==> src/rtl/sir_tx_pkg.sv <==
package sir_tx_pkg;

  // Which character the output multiplexer drives.
  typedef enum logic [2:0] {
    SEL_NONE,
    SEL_OPEN,
    SEL_CLOSE,
    SEL_ESCAPE,
    SEL_RAW,
    SEL_FLIPPED
  } charSel_e;

  // Strobes from the control to the datapath.
  typedef struct packed {
    logic     crcInit;
    logic     takeByte;
    logic     loadCnt;
    logic     decCnt;
    logic     loadCrcLo;
    logic     loadCrcHi;
    charSel_e sel;
  } dpCtl_t;

endpackage

==> src/rtl/sir_tx_datapath.sv <==
module sir_tx_datapath
  import sir_tx_pkg::*;
#(
  parameter int BYTE_W    = 8,
  parameter int CNT_W     = 8,
  parameter int CRC_W     = 16,
  parameter int MAX_EXTRA = 163,
  parameter int DEF_EXTRA = 10,
  parameter logic [BYTE_W-1:0] OPEN_CH  = 8'hC0,
  parameter logic [BYTE_W-1:0] CLOSE_CH = 8'hC1,
  parameter logic [BYTE_W-1:0] ESC_CH   = 8'h7D,
  parameter logic [BYTE_W-1:0] FLIP_MASK = 8'h20,
  parameter logic [CRC_W-1:0]  CRC_POLY = 16'h8408,
  parameter logic [CRC_W-1:0]  CRC_INIT = 16'hFFFF
) (
  input  logic              clk,
  input  logic              rstN,
  input  dpCtl_t            ctl,
  input  logic [BYTE_W-1:0] inData,
  input  logic              inCntSupplied,
  input  logic [CNT_W-1:0]  inCnt,
  output logic [BYTE_W-1:0] outData,
  output logic              needEsc,
  output logic              cntZero
);

  localparam logic [CNT_W-1:0] MAX_CNT = CNT_W'(MAX_EXTRA);
  localparam logic [CNT_W-1:0] DEF_CNT = CNT_W'(DEF_EXTRA);

  logic [BYTE_W-1:0] holdByte;
  logic [CRC_W-1:0]  crcQ;
  logic [CNT_W-1:0]  cntQ;
  logic [CNT_W-1:0]  cntLoad;

  // Bit-serial CRC unrolled over one byte.
  logic [CRC_W-1:0] crcChain [0:BYTE_W];

  assign crcChain[0] = (ctl.crcInit ? CRC_INIT : crcQ) ^ CRC_W'(inData);

  for (genvar k = 0; k < BYTE_W; k++) begin : g_crcBit
    assign crcChain[k+1] = crcChain[k][0] ? ((crcChain[k] >> 1) ^ CRC_POLY)
                                          : (crcChain[k] >> 1);
  end

  always_comb begin
    if (!inCntSupplied)       cntLoad = DEF_CNT;
    else if (inCnt > MAX_CNT) cntLoad = MAX_CNT;
    else                      cntLoad = inCnt;
  end

  always_ff @(posedge clk) begin
    if (!rstN) begin
      holdByte <= '0;
      crcQ     <= CRC_INIT;
      cntQ     <= '0;
    end else begin
      if (ctl.takeByte) begin
        holdByte <= inData;
        crcQ     <= crcChain[BYTE_W];
      end else if (ctl.loadCrcLo) begin
        holdByte <= ~crcQ[BYTE_W-1:0];
      end else if (ctl.loadCrcHi) begin
        holdByte <= ~crcQ[CRC_W-1:BYTE_W];
      end
      if (ctl.loadCnt)     cntQ <= cntLoad;
      else if (ctl.decCnt) cntQ <= cntQ - 1'b1;
    end
  end

  assign needEsc = (holdByte == OPEN_CH) || (holdByte == CLOSE_CH) ||
                   (holdByte == ESC_CH);
  assign cntZero = (cntQ == '0);

  always_comb begin
    unique case (ctl.sel)
      SEL_OPEN:    outData = OPEN_CH;
      SEL_CLOSE:   outData = CLOSE_CH;
      SEL_ESCAPE:  outData = ESC_CH;
      SEL_RAW:     outData = holdByte;
      SEL_FLIPPED: outData = holdByte ^ FLIP_MASK;
      default:     outData = '0;
    endcase
  end

endmodule

==> src/rtl/sir_tx_ctrl.sv <==
module sir_tx_ctrl
  import sir_tx_pkg::*;
(
  input  logic   clk,
  input  logic   rstN,
  input  logic   inValid,
  input  logic   inLast,
  input  logic   inEmpty,
  output logic   inReady,
  output logic   outValid,
  input  logic   outReady,
  input  logic   needEsc,
  input  logic   cntZero,
  output dpCtl_t ctl,
  output logic   frameDone
);

  typedef enum logic [2:0] {
    ST_IDLE,
    ST_OPEN,
    ST_BODY,
    ST_FLIP,
    ST_FETCH,
    ST_CLOSE
  } state_e;

  typedef enum logic [1:0] {
    PH_PAYLOAD,
    PH_CRC_LO,
    PH_CRC_HI
  } phase_e;

  state_e stateQ, stateD;
  phase_e phaseQ, phaseD;
  logic   lastQ, lastD;
  logic   doneQ, doneD;
  logic   byteSent;

  assign inReady  = (stateQ == ST_IDLE) || (stateQ == ST_FETCH);
  assign outValid = (stateQ == ST_OPEN) || (stateQ == ST_BODY) ||
                    (stateQ == ST_FLIP) || (stateQ == ST_CLOSE);

  // A held byte leaves the line when its last character is taken.
  assign byteSent = outReady &&
                    (((stateQ == ST_BODY) && !needEsc) || (stateQ == ST_FLIP));

  always_comb begin
    stateD = stateQ;
    phaseD = phaseQ;
    lastD  = lastQ;
    doneD  = 1'b0;
    ctl    = '{crcInit: 1'b0, takeByte: 1'b0, loadCnt: 1'b0, decCnt: 1'b0,
               loadCrcLo: 1'b0, loadCrcHi: 1'b0, sel: SEL_NONE};

    unique case (stateQ)
      ST_IDLE: begin
        if (inValid) begin
          if (inEmpty) begin
            doneD = 1'b1;
          end else begin
            ctl.takeByte = 1'b1;
            ctl.crcInit  = 1'b1;
            ctl.loadCnt  = 1'b1;
            lastD        = inLast;
            phaseD       = PH_PAYLOAD;
            stateD       = ST_OPEN;
          end
        end
      end
      ST_OPEN: begin
        ctl.sel = SEL_OPEN;
        if (outReady) begin
          if (cntZero) stateD = ST_BODY;
          else         ctl.decCnt = 1'b1;
        end
      end
      ST_BODY: begin
        ctl.sel = needEsc ? SEL_ESCAPE : SEL_RAW;
        if (outReady && needEsc) stateD = ST_FLIP;
      end
      ST_FLIP: begin
        ctl.sel = SEL_FLIPPED;
      end
      ST_FETCH: begin
        if (inValid) begin
          ctl.takeByte = 1'b1;
          lastD        = inLast;
          stateD       = ST_BODY;
        end
      end
      ST_CLOSE: begin
        ctl.sel = SEL_CLOSE;
        if (outReady) begin
          doneD  = 1'b1;
          stateD = ST_IDLE;
        end
      end
      default: stateD = ST_IDLE;
    endcase

    if (byteSent) begin
      unique case (phaseQ)
        PH_PAYLOAD: begin
          if (lastQ) begin
            ctl.loadCrcLo = 1'b1;
            phaseD        = PH_CRC_LO;
            stateD        = ST_BODY;
          end else begin
            stateD = ST_FETCH;
          end
        end
        PH_CRC_LO: begin
          ctl.loadCrcHi = 1'b1;
          phaseD        = PH_CRC_HI;
          stateD        = ST_BODY;
        end
        default: stateD = ST_CLOSE;
      endcase
    end
  end

  always_ff @(posedge clk) begin
    if (!rstN) begin
      stateQ <= ST_IDLE;
      phaseQ <= PH_PAYLOAD;
      lastQ  <= 1'b0;
      doneQ  <= 1'b0;
    end else begin
      stateQ <= stateD;
      phaseQ <= phaseD;
      lastQ  <= lastD;
      doneQ  <= doneD;
    end
  end

  assign frameDone = doneQ;

endmodule

==> src/rtl/sir_tx_framer.sv <==
module sir_tx_framer
  import sir_tx_pkg::*;
#(
  parameter int BYTE_W    = 8,
  parameter int CNT_W     = 8,
  parameter int MAX_EXTRA = 163,
  parameter int DEF_EXTRA = 10
) (
  input  logic              clk,
  input  logic              rstN,
  input  logic              inValid,
  output logic              inReady,
  input  logic [BYTE_W-1:0] inData,
  input  logic              inLast,
  input  logic              inEmpty,
  input  logic              inCntSupplied,
  input  logic [CNT_W-1:0]  inCnt,
  output logic              outValid,
  input  logic              outReady,
  output logic [BYTE_W-1:0] outData,
  output logic              frameDone
);

  dpCtl_t ctl;
  logic   needEsc;
  logic   cntZero;

  sir_tx_ctrl u_ctrl (
    .clk       (clk),
    .rstN      (rstN),
    .inValid   (inValid),
    .inLast    (inLast),
    .inEmpty   (inEmpty),
    .inReady   (inReady),
    .outValid  (outValid),
    .outReady  (outReady),
    .needEsc   (needEsc),
    .cntZero   (cntZero),
    .ctl       (ctl),
    .frameDone (frameDone)
  );

  sir_tx_datapath #(
    .BYTE_W    (BYTE_W),
    .CNT_W     (CNT_W),
    .MAX_EXTRA (MAX_EXTRA),
    .DEF_EXTRA (DEF_EXTRA)
  ) u_dp (
    .clk           (clk),
    .rstN          (rstN),
    .ctl           (ctl),
    .inData        (inData),
    .inCntSupplied (inCntSupplied),
    .inCnt         (inCnt),
    .outData       (outData),
    .needEsc       (needEsc),
    .cntZero       (cntZero)
  );

endmodule

==> config.mk <==
export PLATFORM = sky130hd
export DESIGN_NAME = sir_tx_framer
export DESIGN_NICKNAME = d
export VERILOG_FILES = /design/src/rtl/sir_tx_pkg.sv /design/src/rtl/sir_tx_datapath.sv /design/src/rtl/sir_tx_ctrl.sv /design/src/rtl/sir_tx_framer.sv
export SDC_FILE = /design/constraint.sdc
export NUM_CORES = 1
export LEC_CHECK = 0
export BUFFER_PORTS_ARGS = -buffer_cell sky130_fd_sc_hd__buf_4
export CORE_MARGIN = 5
export CORE_UTILIZATION = 40
export CTS_BUF_LIST = sky130_fd_sc_hd__clkbuf_8
export DETAILED_ROUTE_END_ITERATION = 10
export GPL_TIMING_DRIVEN = 0
export PLACE_DENSITY = 0.6
export SETUP_SLACK_MARGIN = 0.3
export SLEW_MARGIN = 10
export SYNTH_ARGS = -nofsm -noshare
export SYNTH_HDL_FRONTEND = slang
export SYNTH_SLANG_ARGS = --single-unit
export TNS_END_PERCENT = 100
==> constraint.sdc <==
create_clock -name clk -period 1.94 [get_ports clk]
set_input_delay 0.194 -clock clk [delete_from_list [all_inputs] [get_ports clk]]
set_output_delay 0.194 -clock clk [all_outputs]
set_load 0.03 [all_outputs]
==> results_dict.tcl <==
set metrics [dict create \
    cts.clk_slew.worst_paths_ps 80 \
    final_cell_mix "49 x buf_4, 29 x dfxtp_1, 26 x nor2_1, 22 x buf_6, 22 x o21ai_0" \
    vias_per_cell 6.032 \
    tightest_slew_ps 708.0 \
    cpMostUsedCell "buf_6" \
    dr_wl_met2_um 4615 \
    boundaryPins 34 \
    min_to "u_ctrl.lastQ$_SDFFE_PN0P_" \
    cp_data_required_time_ps 1750 \
    nNetsFinal 444 \
    critical_path_class "flip-flop to output port" \
    yosys-top-cells-area "dfxtp_1 29%, o21ai_0 6.4%, nor2_1 5.2%" \
    grt-ovfl-total 0 \
    die_y_um 92.60 \
    cts.sinks 39 \
    syn-instance-count 350 \
    final_common_cell "buf_4" \
    wire_per_inst_um 18.92 \
    p_leak_nw 1.469 \
    cts_made_buffers 5 \
    drt_pass1_iterations 4 \
    drt_iter0_drc 189 \
    drv_cap 0 \
    ys_warn_count 0 \
    yosysTopAreaCell "dfxtp_1" \
    finalWorstSetupSlack_ps -151.9 \
    maxSlewViolCount 0 \
    period_share_pct 107.8 \
    skew_ps 9.145 \
    hold_viol 0 \
    ir_worst_vdd_mv 0.3136 \
    fin_util_pct 59.16 \
    h-tree-depth 2 \
    reg2reg_to "u_dp.holdByte[1]$_SDFFE_PN0P_" \
    crit_slowest_cell "or4b_4" \
    drc 0 \
    synth_edf_count 0 \
    violations "setup timing" \
    hold_path_startpoint "inLast" \
    run_status "finished, violations left" \
    synthFlopType "dfxtp_1" \
    synth_top_area_share_pct 28.61 \
    layout-drive-gt1-share_pct 42.96 \
    ant_nets 0 \
    place_ws_ps -160.2 \
    cts_hold_buf 0 \
    grt_pass1_wl_um 15070 \
    asyncSetResetFlopFracSynth_pct 0 \
    cp-end-kind "output port" \
    syn_area_mm2 0.002729 \
    worstSkewPairLatency_ps 300 \
    detailroute.via_count 3010 \
    dieWidth_um 92.60 \
    gp_congestion 0.8892 \
    max-slew-margin-rel_pct 52.64 \
    met1_length_um 4213 \
    hold_path_class "input pin to flip-flop" \
    rsz0062_at_grt "yes" \
    post-dp-hpwl_um 6450 \
    fmax_mhz 478.0 \
    power.density_mw_per_mm2 738.4 \
    synth_cell_types 70 \
    cts_tree "done" \
    p_total_mw 2.935 \
    fillCellCount 615 \
    antenna_found_initial 0 \
    cp.arrival_ps 1900 \
    wl_met3_um 491 \
    syn_to_final_growth_pct 45.67 \
    dr.max_layer_used "met4" \
    syn_nets 375 \
    regToRegStartpoint "u_dp.holdByte[1]$_SDFFE_PN0P_" \
    avgSynthCellArea_um2 7.797 \
    reg2reg_slack_ps -90 \
    dieArea_mm2 0.008574 \
    num_antenna_cells 0 \
    grt_max_degree 12 \
    startpoint_type "flip-flop" \
    clockBufferDepth 2 \
    reg2reg_depth 7 \
    coreArea_mm2 0.006719 \
    synth_seq_cells 39 \
    yosysSeqAreaShare_pct 28.61 \
    start_util_pct 40.61 \
    holdWs_ps 149.5 \
    clockRootBuffer "clkbuf_8" \
    post-route-min-period_ps 2092 \
    fp-row-count 30 \
    drt-total-wl_um 9441 \
    hold_depth 3 \
    grt.total_usage_pct 22.09 \
    cp_slowest_stage_delay_ps 530 \
    worst-path-max-fanout 5 \
    port_buffers 33 \
    setup_viol 14 \
    crit_chain "nand4b_1 > or4b_4 > a21oi_4 > buf_6 > nor2_2 > nor2_4 > buf_6" \
    first_global_vias 2857 \
]
cells in the mapped netlist (all sizes together) (2+ instances only):
cell type / number
nand4: 2
o41ai: 2
nor2: 39
and2: 3
or2: 4
clkbuf: 13
o22ai: 3
or4b: 2
o21ai: 44
o211ai: 5
xor2: 12
dfxtp: 39
a21oi: 20
a311oi: 9
o311ai: 2
nor3: 6
a211oi: 14
buf: 12
o221ai: 2
and3: 2
o31ai: 8
nor4b: 2
a31oi: 6
ha: 2
inv: 11
nand3b: 2
nor2b: 2
nand2b: 2
nand3: 7
nand2: 29
o32ai: 5
o31a: 2
o211a: 2
nand4b: 5
a21o: 2
xnor2: 10
critical path: cells and delay by family, from the launching register on:
family / cells / cell delay [ps]
simple gates: 4 / 830
buf+inv: 2 / 270
compound gates: 1 / 150
flops: 1 / 350
registers in the layout, indices dropped and copies added (netlist names):
signal / flops
u_ctrl.frameDone: 1
u_dp.crcQ: 16
u_dp.holdByte: 8
u_ctrl.lastQ: 1
u_dp.cntQ: 8
u_ctrl.stateQ: 3
u_ctrl.phaseQ: 2
stage by stage:
| stage | area (um^2) | TNS [ps] | instances |
|---|---|---|---|
| floorplan | 2890 | 0 | 350 |
| global placement | 3238 | -1338 | 463 |
| global route | 3975 | -2196 | 499 |
| CTS | 3795 | -1585 | 493 |
| detailed placement | 3238 | -1165 | 463 |
| finish | 3975 | -1079 | 499 |
where the power goes:
part / total [mW] / leakage (nW) / internal, mW / switching [mW]
registers: 1.02 / 0.324 / 0.895 / 0.121
clock network: 0.680 / 0.0554 / 0.373 / 0.308
logic: 1.24 / 1.09 / 0.578 / 0.662
metal layers:
| metal | vias to the layer above | global-route usage (%) |
|---|---|---|
| met2 | 100 | 35.95 |
| met3 | 6 | 2.681 |
| met1 | 1462 | 30.16 |
| li1 | 1442 | - |
| met5 | - | 0 |
| met4 | 0 | 7.426 |
worst max path at each step:
stage	depth (start not counted)	from	slack (ps)	end
after floorplan	6	u_dp.holdByte[1]$_SDFFE_PN0P_	190	outData[4]
after global routing	7	u_dp.holdByte[1]$_SDFFE_PN0P_	-220	outData[2]
after detailed placement	5	u_ctrl.stateQ[1]$_SDFFE_PN0P_	-160	u_ctrl.stateQ[1]$_SDFFE_PN0P_
after CTS	7	u_dp.holdByte[1]$_SDFFE_PN0P_	-210	outData[3]
final	7	u_dp.holdByte[1]$_SDFFE_PN0P_	-150	outData[2]
after global placement	5	u_ctrl.stateQ[1]$_SDFFE_PN0P_	-200	u_ctrl.stateQ[1]$_SDFFE_PN0P_
timing repair:
item	CTS	global route
pin swaps	32	15
gates cloned	4	0
endpoints found under the setup margin	47	45
buffers inserted	19	6
resized for setup	83	30
area by class of cell:
type	count	area, um^2	area share [%]
inverter	12	51.30	1.291
buffer	25	207.7	5.225
sequential	39	795.8	20.02
multi-input combinational	274	2196	55.24
clock buffer	5	68.82	1.731
clock inverter	2	33.78	0.8499
timing repair buffer	62	521.8	13.13
tap	80	100.1	2.518
logic make-up (layout without fill, tap and decap cells):
| family | Yosys count | count (layout) | share of synthesized area [%] |
|---|---|---|---|
| buf+inv | 37 | 106 | 6.511 |
| fa+ha+maj | 2 | 2 | 0.9169 |
| compound gates | 137 | 137 | 34.62 |
| xor+xnor | 23 | 23 | 8.162 |
| mux | 1 | 1 | 0.3668 |
| flops | 39 | 39 | 28.61 |
| simple gates | 111 | 111 | 20.82 |
Note: power is estimated with default switching activity, not from simulation.
